$ cat config.mk
export PLATFORM = sky130hd
export DESIGN_NAME = iotlb_inv_reg
export DESIGN_NICKNAME = d
export VERILOG_FILES = /design/src/rtl/iotlb_inv_pkg.sv /design/src/rtl/iotlb_addr_dec.sv /design/src/rtl/iotlb_inv_fields.sv /design/src/rtl/iotlb_inv_seq.sv /design/src/rtl/iotlb_inv_reg.sv
export SDC_FILE = /design/constraint.sdc
export NUM_CORES = 1
export LEC_CHECK = 0
export BUFFER_PORTS_ARGS = -buffer_cell sky130_fd_sc_hd__buf_4
export CELL_PAD_IN_SITES_DETAIL_PLACEMENT = 0
export CELL_PAD_IN_SITES_GLOBAL_PLACEMENT = 2
export CORE_MARGIN = 3
export CORE_UTILIZATION = 13
export DETAILED_ROUTE_END_ITERATION = 12
export PLACE_DENSITY = 0.95
export SYNTH_ARGS = -nofsm -noshare
export SYNTH_HDL_FRONTEND = slang
export SYNTH_SLANG_ARGS = --single-unit
$ cat constraint.sdc
create_clock -name clk_i -period 2.7 [get_ports clk_i]
set_clock_uncertainty 0.1 [all_clocks]
set_input_delay 0.54 -clock clk_i [delete_from_list [all_inputs] [get_ports clk_i]]
set_output_delay 0.54 -clock clk_i [all_outputs]
set_load 0.05 [all_outputs]
$ cat src/rtl/iotlb_inv_pkg.sv
package iotlb_inv_pkg;
  localparam int REG_W    = 64;
  localparam int REG_B    = REG_W / 8;
  localparam int TOP_BYTE = REG_B - 1;
  localparam int BUSY_BIT = REG_W - 1;
  localparam int RGRAN_LO = 60;
  localparam int AGRAN_LO = 57;
  localparam int GRAN_W   = 2;

  typedef logic [GRAN_W-1:0] gran_t;
  localparam gran_t GRAN_RSVD = 2'b00;

  typedef enum logic [1:0] {
    ST_IDLE  = 2'd0,
    ST_QUEUE = 2'd1,
    ST_ISSUE = 2'd2,
    ST_FLUSH = 2'd3
  } seq_state_e;
endpackage

$ cat src/rtl/iotlb_addr_dec.sv
module iotlb_addr_dec
  import iotlb_inv_pkg::*;
#(
  parameter int          ADDR_W    = 12,
  parameter logic [11:0] BASE_ADDR = 12'h108
) (
  input  logic [ADDR_W-1:0] addr_i,
  input  logic              wr_en_i,
  input  logic              be_top_i,
  output logic              sel_o,
  output logic              wr_top_o
);
  localparam int OFS_W = $clog2(REG_B);

  logic [OFS_W-1:0] unused_ofs;
  assign unused_ofs = addr_i[OFS_W-1:0];

  assign sel_o    = (addr_i[ADDR_W-1:OFS_W] == BASE_ADDR[ADDR_W-1:OFS_W]);
  assign wr_top_o = wr_en_i && sel_o && be_top_i;
endmodule

$ cat src/rtl/iotlb_inv_fields.sv
module iotlb_inv_fields
  import iotlb_inv_pkg::*;
(
  input  logic  clk_i,
  input  logic  rst_ni,
  input  logic  wr_top_i,
  input  logic  wr_busy_i,
  input  gran_t wr_gran_i,
  input  logic  capture_i,
  input  logic  finish_i,
  input  gran_t act_gran_i,
  output logic  start_o,
  output logic  busy_o,
  output gran_t req_gran_o,
  output gran_t perf_gran_o,
  output logic  err_o
);
  logic  busy_q, err_q;
  gran_t req_q, perf_q, act_pend_q;
  logic  bad_trig, bad_write;

  assign bad_trig  = wr_top_i && !busy_q && wr_busy_i && (wr_gran_i == GRAN_RSVD);
  assign bad_write = wr_top_i && busy_q;
  assign start_o   = wr_top_i && !busy_q && wr_busy_i && (wr_gran_i != GRAN_RSVD);

  always_ff @(posedge clk_i or negedge rst_ni) begin
    if (!rst_ni) begin
      busy_q     <= 1'b0;
      err_q      <= 1'b0;
      req_q      <= GRAN_RSVD;
      perf_q     <= GRAN_RSVD;
      act_pend_q <= GRAN_RSVD;
    end else begin
      if (wr_top_i && !busy_q) req_q <= wr_gran_i;
      if (bad_trig || bad_write) err_q <= 1'b1;
      if (capture_i) act_pend_q <= act_gran_i;
      if (start_o) begin
        busy_q <= 1'b1;
      end else if (finish_i) begin
        busy_q <= 1'b0;
        // single-cycle completion takes the live value
        perf_q <= capture_i ? act_gran_i : act_pend_q;
      end
    end
  end

  assign busy_o      = busy_q;
  assign req_gran_o  = req_q;
  assign perf_gran_o = perf_q;
  assign err_o       = err_q;
endmodule

$ cat src/rtl/iotlb_inv_seq.sv
module iotlb_inv_seq
  import iotlb_inv_pkg::*;
(
  input  logic clk_i,
  input  logic rst_ni,
  input  logic start_i,
  input  logic ctx_pend_i,
  input  logic inv_done_i,
  input  logic wbf_cap_i,
  input  logic wbf_ack_i,
  output logic inv_req_o,
  output logic wbf_req_o,
  output logic capture_o,
  output logic finish_o
);
  seq_state_e st_q, st_d;

  always_comb begin
    st_d = st_q;
    unique case (st_q)
      ST_IDLE:  if (start_i) st_d = ctx_pend_i ? ST_QUEUE : ST_ISSUE;
      ST_QUEUE: if (!ctx_pend_i) st_d = ST_ISSUE;
      ST_ISSUE: if (inv_done_i) st_d = wbf_cap_i ? ST_FLUSH : ST_IDLE;
      ST_FLUSH: if (wbf_ack_i) st_d = ST_IDLE;
      default:  st_d = ST_IDLE;
    endcase
  end

  always_ff @(posedge clk_i or negedge rst_ni) begin
    if (!rst_ni) st_q <= ST_IDLE;
    else         st_q <= st_d;
  end

  assign inv_req_o = (st_q == ST_ISSUE);
  assign wbf_req_o = (st_q == ST_FLUSH);
  assign capture_o = (st_q == ST_ISSUE) && inv_done_i;
  assign finish_o  = (capture_o && !wbf_cap_i) || ((st_q == ST_FLUSH) && wbf_ack_i);
endmodule

$ cat src/rtl/iotlb_inv_reg.sv
module iotlb_inv_reg
  import iotlb_inv_pkg::*;
#(
  parameter int          ADDR_W    = 12,
  parameter logic [11:0] BASE_ADDR = 12'h108
) (
  input  logic              clk_i,
  input  logic              rst_ni,
  input  logic [ADDR_W-1:0] addr_i,
  input  logic              wr_en_i,
  input  logic [REG_B-1:0]  wr_be_i,
  input  logic [REG_W-1:0]  wr_data_i,
  output logic [REG_W-1:0]  rd_data_o,
  input  logic              ctx_pend_i,
  input  logic              wbf_cap_i,
  output logic              inv_req_o,
  output logic [1:0]        inv_gran_o,
  input  logic              inv_done_i,
  input  logic [1:0]        inv_act_gran_i,
  output logic              wbf_req_o,
  input  logic              wbf_ack_i,
  output logic              proto_err_o
);
  logic  sel, wr_top, start, capture, finish, busy_q;
  gran_t req_gran, perf_gran;
  logic [REG_W-1:0] reg_vec;

  logic unused_wr;
  assign unused_wr = ^{wr_be_i[TOP_BYTE-1:0], wr_data_i[BUSY_BIT-1:RGRAN_LO+GRAN_W],
                       wr_data_i[RGRAN_LO-1:0]};

  iotlb_addr_dec #(.ADDR_W(ADDR_W), .BASE_ADDR(BASE_ADDR)) u_dec (
    .addr_i   (addr_i),
    .wr_en_i  (wr_en_i),
    .be_top_i (wr_be_i[TOP_BYTE]),
    .sel_o    (sel),
    .wr_top_o (wr_top)
  );

  iotlb_inv_fields u_fields (
    .clk_i       (clk_i),
    .rst_ni      (rst_ni),
    .wr_top_i    (wr_top),
    .wr_busy_i   (wr_data_i[BUSY_BIT]),
    .wr_gran_i   (wr_data_i[RGRAN_LO+:GRAN_W]),
    .capture_i   (capture),
    .finish_i    (finish),
    .act_gran_i  (inv_act_gran_i),
    .start_o     (start),
    .busy_o      (busy_q),
    .req_gran_o  (req_gran),
    .perf_gran_o (perf_gran),
    .err_o       (proto_err_o)
  );

  iotlb_inv_seq u_seq (
    .clk_i      (clk_i),
    .rst_ni     (rst_ni),
    .start_i    (start),
    .ctx_pend_i (ctx_pend_i),
    .inv_done_i (inv_done_i),
    .wbf_cap_i  (wbf_cap_i),
    .wbf_ack_i  (wbf_ack_i),
    .inv_req_o  (inv_req_o),
    .wbf_req_o  (wbf_req_o),
    .capture_o  (capture),
    .finish_o   (finish)
  );

  always_comb begin
    reg_vec = '0;
    reg_vec[BUSY_BIT]             = busy_q;
    reg_vec[RGRAN_LO+:GRAN_W]     = req_gran;
    reg_vec[AGRAN_LO+:GRAN_W]     = perf_gran;
  end

  assign rd_data_o  = sel ? reg_vec : '0;
  assign inv_gran_o = req_gran;
endmodule

* Word-level counts from Yosys, hierarchy flattened
Index checks and enable logic that the tools add are counted.
Cells by class: add/subtract/negate cells 0, reductions and logical operators 20, shift-type cells 0, divide/modulo/power cells 0, multiply operators 0, bitwise logic cells 1, equality and inequality tests 8, magnitude comparators 0, muxes and demuxes 11
Operator list (count):
- $mux W64 | 1
- $mux W2 | 7
- $logic_and A1 B1 Y1 | 10
- $eq A9 B6 Y1 const B | 1
- $pmux W2 S4 | 1
- $eq A2 B2 Y1 const B | 2
- $logic_not A2 Y1 | 2
- $ne A2 B1 Y1 const B | 2
- $ne A2 B2 Y1 const B | 2
- $reduce_and A4 Y1 | 1
- $reduce_bool A2 Y1 | 2
- $eq A2 B1 Y1 const B | 1
- $logic_not A1 Y1 | 2
- $logic_or A1 B1 Y1 | 2
- $mux W1 | 2
- $reduce_and A2 Y1 | 1
- $not A1 Y1 | 1
Storage, ports and cells: memory bits (writable) 0, memories 0, register bits after elaboration 10, latch bits 0, word-level logic and storage cells 46, bits in read-only memories 0

* Depth between registers and ports, before layout
Gate-level depths: netlist of run 1.
depth after elaboration 8, mapped depth 5, mapped depth without buffers 4

* Cells and area by module
From an unflattened synthesis of run 1, not the netlist that was laid out.
Second synthesis, totals: cells, all modules 108, area total of the unflattened synthesis 1011.0 sq um
Modules (own cells, without submodules):
- iotlb_inv_reg | instances 1, area each 478.0 sq um, cells each 65
- iotlb_inv_fields | instances 1, area each 346.6 sq um, cells each 23
- iotlb_inv_seq | instances 1, area each 142.6 sq um, cells each 14
- iotlb_addr_dec | instances 1, area each 43.8 sq um, cells each 6

* Worst setup path after synthesis of run 1
Ideal clock, no wire load.
kind input-to-output, start input addr_i[9], end output rd_data_o[57], buffers on the path 1, data required time 2.060 ns, cell stages on the path 4, arrival 1.416 ns, slack 0.644 ns, path through nor4_1 > and4b_1 > buf_6 > and2_2
On the way: word-level cells in the longest chain between the ends 2
RTL lines:
- start, declared | RTL line iotlb_inv_reg.sv:9 | input logic [ADDR_W-1:0] addr_i,
- $eq A9 B6 Y1 | RTL line iotlb_addr_dec.sv:18 | assign sel_o = (addr_i[ADDR_W-1:OFS_W] == BASE_ADDR[ADDR_W-1:OFS_W]);
- $mux W64 | RTL line iotlb_inv_reg.sv:77 | assign rd_data_o = sel ? reg_vec : '0;
- end, declared | RTL line iotlb_inv_reg.sv:13 | output logic [REG_W-1:0] rd_data_o,
Every way passes these cells.

* Final worst setup path of run 1
start input addr_i[9], end output rd_data_o[63]
Same word-level chain as after synthesis.

==> metrics.md, run 1 <==
| Metric | Value |
|---|---|
| Outcome | `finished clean` |
| Avg Vias per Cell | `2.663` |
| Antenna cell count | `0` |
| Final Max Slew Viols | `0` |
| Final core occ | `16.08%` |
| Area of the multi-input gates | `541.8 sq um` |
| Syn_area_per_cell | `9.266 sq um` |
| Post-CTS Setup Bufs | `0` |
| Startpoint types | `primary input` |
| RR Endpoint | `u_fields.perf_gran_o[1]` |
| Pwr/cell area | `462.6 nW/um^2` |
| Min Hold Slack | `0.02292 ns` |
| Starting DRT DRC Count | `4` |
| Final setup violation count | `0` |
| TNS Setup | `0 ns` |
| Global-route wire length before repair | `2.297 mm` |
| First drt pass iteration count | `2` |
| Final Routed Wirelength | `1.760 mm` |
| IO Pins | `162` |
| Clock root cell | `clkbuf_8` |
| FF-to-FF Start | `u_seq.st_q[0]` |
| Leak | `0.6550 nW` |
| Ys async rst share | `100.0%` |
| Wire length per cell after detailed routing | `7.243 um` |
| Maximum VDD drop | `0.0001653 V` |
| Core footprint | `7447 sq um` |
| CTS tree | `built` |
| Row count | `31` |
| #FFs+latches synth | `10` |
| GP Congestion | `0.6515` |
| Vias in the first global route | `504` |
| Die Ht | `94.95 um` |
| Sink Count | `10` |
| Max_cap viols | `0` |
| Filler instances | `837` |
| Fmax | `423.5 MHz` |
| Post-synth EDFFs | `0` |
| CTS H-tree depth | `1` |
| CP max FO | `7` |
| # hold bufs at CTS | `0` |
| DRC errors left | `0` |
| # port buffers | `31` |
| Syn. warnings | `0` |
| Area Growth Syn to Fin | `16.42%` |
| Min Clock Period, post-route | `2.362 ns` |
| Final critical-path share of the clock period | `87.46%` |
| Count of distinct cell types in the synthesized netlist | `25` |
| Layout cells sized above 1 | `35.42%` |
| Clk slew on worst S/H paths | `0.05 ns` |
| Final HPWL DP | `1.571 mm` |
| Final #Nets | `239` |
| Initial antenna violation count | `0` |
| Cell Area, Placed | `1156 sq um` |
| Post-route cell area | `1197 sq um` |
| HP Class | `in -> async` |
| Via count | `647` |
| Worst Setup Path Type | `in -> out` |
| Post-synth top flop | `dfrtp_1` |
| Die area | `9015 sq um` |
| Die Span X | `94.95 um` |
| Largest net degree at the start of global routing | `11` |
| Initial core utilization | `13.81%` |
| Tot GR Track Use | `3.407%` |
| Mapped cell area | `1028 sq um` |
| Worst Reg-to-Reg Cells | `4` |
| CP arrival | `1.72 ns` |
| CTS Buf Count | `3` |
| Most common cell after layout, fill and taps aside | `conb_1` |
| Post-CTS resize count | `0` |
| Worst EP required | `2.06 ns` |
| Most frequent cells in the layout | `conb_1, buf_4, dfrtp_1` |
| Grt total ovfl | `0` |
| Post-route setup slack | `0.3385 ns` |
| Worst reg-to-reg setup slack | `1.18 ns` |
| Post-place setup slack | `0.3055 ns` |
| Clock latency on the worst-skew pair | `0.23 ns` |
| Clk buf depth | `2` |
| RSZ-0062 raised after global routing | `no` |
| Cells after Synth | `111` |
| Register area share after synthesis | `24.33%` |
| CP Capture Type | `primary output` |
| Count of antenna-violating nets left after detailed routing | `0` |
| Final Hold Viols | `0` |
| Register area | `250.2 sq um` |
==> worst max-delay path, cell delays in order <==
cell     delay, ns
buf_4         0.11
nor4_1        0.25
and4b_1       0.43
and2_2        0.20
buf_4         0.19
==> cells in the mapped netlist (2+ instances only) <==
| cell | number | area, sq um |
|---|---|---|
| dfrtp_1 | 10 | 250.2 |
| buf_4 | 59 | 442.9 |
| a21oi_1 | 2 | 10.01 |
| and2_1 | 2 | 12.51 |
| nand2_1 | 6 | 22.52 |
| mux2_4 | 4 | 60.06 |
| nor3b_1 | 2 | 15.01 |
| nor2_1 | 4 | 15.01 |
| mux2_2 | 2 | 22.52 |
| and2_2 | 5 | 37.54 |
==> final cells by class <==
type | instances | share of cell area [%]
Clock buffer | 3 | 3.448
Multi-Input combinational cell | 99 | 45.25
Sequential cell | 10 | 20.90
Tap cell | 99 | 10.34
Timing Repair Buffer | 32 | 20.06
==> layer usage <==
metal | share of wire (%) | vias to the layer above | routed length, um | global-route usage, %
met1 | 33 | 290 | 589 | 3.399
met2 | 51 | 48 | 893 | 5.931
met5 | 0 | - | 0 | 0
li1 | - | 305 | - | -
met3 | 13 | 4 | 234 | 1.036
met4 | 2.5 | 0 | 44 | 2.524
==> logic make-up after synthesis <==
kind of cell           Yosys count  synth area share [%]
AOI/OAI and AO/OA                8                 6.206
buffers and inverters           60                 44.16
DFF                             10                 24.33
muxes                            6                 8.029
other                            1                0.3646
and+or+nand+nor                 26                 16.91
==> power by group <==
part           switching (mW)  internal [mW]
Sequential            0.00435          0.164
Clock                  0.0530         0.0971
Combinational           0.200         0.0361
Total                   0.257          0.297
==> metrics by stage <==
step                std cells  power (mW)
floorplan                 169      0.4394
finish                    243      0.5539
CTS                       243      0.5589
global route              243      0.5823
global placement          240      0.4030
detailed placement        240      0.4050
==> worst max path at each step <==
stage,startpoint,to,slack [ns],cells after the start
floorplan,addr_i[9],rd_data_o[57],0.64,4
global placement,addr_i[9],rd_data_o[63],0.33,5
detailed placement,addr_i[9],rd_data_o[63],0.31,5
CTS,addr_i[9],rd_data_o[63],0.31,5
global route,addr_i[9],rd_data_o[63],0.20,5
finish,addr_i[9],rd_data_o[63],0.34,5
==> state kept, by name, indices dropped and copies added, names as in the netlist <==
name,count
u_fields.busy_o,1
u_fields.perf_gran_o,2
u_fields.err_o,1
u_seq.st_q,2
u_fields.req_gran_o,2
u_fields.act_pend_q,2
Power figures use the tool's default switching activity.
==> run 2: changes to the inputs <==
ABC_AREA = 1   (was default)
CORE_UTILIZATION = 12   (was 13)
PLACE_DENSITY = 0.91   (was 0.95)
clock period = 2.2 ns   (was 2.7 ns; I/O delays follow)
==> run 2 against run 1 <==
  * Utilization decreased by 1.2 points
  * Cell count increased by 16%
  * Non-clock buffer count unchanged
  * Worst setup slack got worse by 0.068 ns
  * Sequential cell count unchanged
  * Worst hold slack improved by 0.32 ns
  * Synthesized cell count increased by 30%
  * Via count increased by 19%
  * Final area increased by 4.5%
  * Critical path type unchanged
  * Critical endpoint is now rd_data_o[58]
  * Largest power group unchanged
  * Highest routed layer is now met3
==> metrics.md, run 2 <==
| Metric | Value |
|---|---|
| Syn_area_per_cell | `7.368 sq um (-20%)` |
| Area Growth Syn to Fin | `17.92%` |
| Min Clock Period, post-route | `1.929 ns` |
| Most common cell after layout, fill and taps aside | `conb_1` |
| Most frequent cells after synthesis | `buf_4, nand2_1, inv_1` |
| Vias in the first global route | `617 (+22%)` |
| Initial antenna violation count | `0 (unchanged)` |
| Via count | `771 (+19%)` |
| Multiplexer share of the synthesized area | `0% (-8.0 points)` |
| Count of antenna-violating nets left after detailed routing | `0 (unchanged)` |
| Most frequent cells in the layout | `conb_1, buf_4, nand2_1` |
| Avg Vias per Cell | `2.724 (+2.3%)` |
| Starting DRT DRC Count | `10 (+6)` |
| Fmax | `518.3 MHz` |
| Grt total ovfl | `0 (unchanged)` |
| Critical path startpoint | `addr_i[7]` |
| Adder-Cell Fraction of Synth Area | `0% (unchanged)` |
| IO Pins | `162 (unchanged)` |
| Worst setup path end | `rd_data_o[58]` |
| # hold bufs at CTS | `1 (+1)` |
| Antenna cell count | `0 (unchanged)` |
| Global-route wire length before repair | `2.877 mm (+25%)` |
| Clk pwr share | `18.1% (-9.0 points)` |
| Cells after Synth | `144 (+30%)` |
| GP Congestion | `0.6964 (+6.9%)` |
| HP Class | `in -> reg` |
| CTS Buf Count | `3 (unchanged)` |
| Worst reg-to-reg setup slack | `0.84 ns (-0.34 ns)` |
| Die Span X | `100.0 um (+5.4%)` |
| Die area | `10010 sq um (+11%)` |
| Worst EP required | `1.66 ns (-0.40 ns)` |
| Psw | `0.5250 mW (+100%)` |
| Syn. warnings | `0 (unchanged)` |
| Final HPWL DP | `1.983 mm (+26%)` |
| Sink Count | `10 (unchanged)` |
| Final Hold Viols | `0 (unchanged)` |
| Post-synth top flop | `dfrtp_1` |
| Top cells by area, synth | `buf_4, dfrtp_1, nand2_1, inv_1, nor2_1` |
| Clk slew on worst S/H paths | `0.04 ns (about the same)` |
| Count of distinct cell types in the synthesized netlist | `18 (-28%)` |
| Clock latency on the worst-skew pair | `0.23 ns (about the same)` |
| Leak | `0.6902 nW (+5.4%)` |
| Die Ht | `100.0 um (+5.4%)` |
| Wire length per cell after detailed routing | `7.647 um (+5.6%)` |
| Sw Ratio | `52.48% (+6.1 points)` |
| FF-to-FF Start | `u_seq.st_q[1]` |
| CP Capture Type | `primary output` |
| Pwr/cell area | `799.5 nW/um^2 (+73%)` |
| Post-synthesis xor/xnor area fraction | `0% (unchanged)` |
| # port buffers | `31 (unchanged)` |
| RR Endpoint | `u_fields.perf_gran_o[0]` |
| Worst Reg-to-Reg Cells | `7 (+3)` |
| Filler instances | `960 (+15%)` |
| Post-CTS Setup Bufs | `0 (unchanged)` |
| Register area share after synthesis | `23.58% (-0.75 points)` |
| Most common cell in the netlist | `buf_4` |
| Post-route cell area | `1251 sq um (+4.5%)` |
| Initial core utilization | `12.66% (-1.2 points)` |
| Ys async rst share | `100.0% (unchanged)` |
| Main combinational cell family by area after synthesis | `buffers and inverters` |
| Seq pwr share | `28.3% (-2.0 points)` |
| Cell Area, Placed | `1200 sq um (+3.8%)` |
| CP arrival | `1.39 ns (-0.33 ns)` |
| Tot GR Track Use | `3.586% (+0.18 points)` |
| Clk buf depth | `2 (unchanged)` |
| Outcome | `finished clean` |
| Final Routed Wirelength | `2.164 mm (+23%)` |
| Post-synthesis simple-gate area fraction | `23.35% (+6.4 points)` |
| Final setup violation count | `0 (unchanged)` |
| CP max FO | `5 (-2)` |
| Comb pwr share | `53.6% (+11 points)` |
| Post-synth EDFFs | `0 (unchanged)` |
| Max_cap viols | `0 (unchanged)` |
| TNS Setup | `0 ns (unchanged)` |
| CTS H-tree depth | `1 (unchanged)` |
| Row count | `33 (+6.5%)` |
| #FFs+latches synth | `10 (unchanged)` |
| Post-CTS resize count | `0 (unchanged)` |
| Clock root cell | `clkbuf_8` |
| Startpoint types | `primary input` |
| DRC errors left | `0 (unchanged)` |
| Layout cells sized above 1 | `24.16% (-11 points)` |
| Final #Nets | `273 (+14%)` |
| P_int | `0.4753 mW (+60%)` |
| Worst Setup Path Type | `in -> out` |
| Post-synthesis compound-gate area fraction | `5.307% (-0.90 points)` |
| Top-area cell type share of the netlist area | `41.75% (-1.3 points)` |
| CTS tree | `built` |
| Power, Total | `1.000 mW (+81%)` |
| Hold depth | `3` |
| Largest area contributor in the netlist | `buf_4` |
| Largest net degree at the start of global routing | `11 (unchanged)` |
| Final critical-path share of the clock period | `87.69%` |
| Maximum VDD drop | `0.0001665 V (+0.71%)` |
| Mapped cell area | `1061 sq um (+3.2%)` |
| First drt pass iteration count | `4 (+2)` |
| Final Max Slew Viols | `0 (unchanged)` |
| RSZ-0062 raised after global routing | `no` |
| Core footprint | `8382 sq um (+13%)` |
-- run 2: cell types whose count changed in the layout (fill, tap and decap cells not counted), moves of 4 or more --
cell and change:
nand2_1 +21, inv_1 +16, nor2_1 +6, and2_2 -5, nand3_1 +5, mux2_4 -4
-- run 2: power by group through the flow --
stage,sequential [mW],combinational [mW],clock (mW)
floorplan,0.274,0.523,0
global placement,0.282,0.527,0
detailed placement,0.284,0.537,0
CTS,0.282,0.538,0.187
global route,0.292,0.584,0.193
finish,0.283,0.536,0.181
-- run 2: routing by layer --
layer	vias to the layer above	GRT usage [%]	wire length, um
met5	-	0	0
met3	0	2.015	321
met2	49	6.311	1069
met4	0	0.3109	0
met1	335	3.927	773
li1	387	-	-
-- run 2: worst min-delay path by stage --
stage,from,end,slack (ns)
2_1_floorplan,rst_ni,u_fields.act_pend_q[0],0.04
3_3_place_gp,rst_ni,u_fields.act_pend_q[1],0.18
3_5_place_dp,rst_ni,u_fields.act_pend_q[1],0.18
4_1_cts,inv_act_gran_i[1],u_fields.act_pend_q[1],0.35
5_1_grt,inv_act_gran_i[0],u_fields.act_pend_q[0],0.37
6_report,inv_act_gran_i[0],u_fields.act_pend_q[0],0.34
-- run 2: logic make-up after synthesis --
family | after synthesis
compound gates | 8
flops | 10
other cells | 1
buf+inv | 75
simple gates | 50
-- run 2: cell type report --
type | instances | area [sq um] | area share, %
Timing Repair Buffer | 32 | 242.7 | 19.40
Tap cell | 105 | 131.4 | 10.50
Inverter | 16 | 60.06 | 4.800
Sequential cell | 10 | 250.2 | 20.00
Clock buffer | 3 | 41.29 | 3.300
Multi-Input combinational cell | 117 | 525.5 | 42.00
-- run 2: critical path, cell delays in order --
cell and delay (ns):
buf_4 0.11, nor2_1 0.17, nand3_2 0.12, nor2_1 0.10
inv_1 0.12, nor2_1 0.12, buf_4 0.21
-- run 2: through the flow --
step	utilization (%)	cells	hold WS (ns)	worst slack (ns)
floorplan	-	202	0.04441	0.1826
global placement	14.32	279	0.1751	0.2625
detailed placement	14.32	279	0.1779	0.2390
CTS	14.93	283	0.3454	0.2367
global route	14.93	283	0.3669	0.1319
finish	14.93	283	0.3418	0.2707
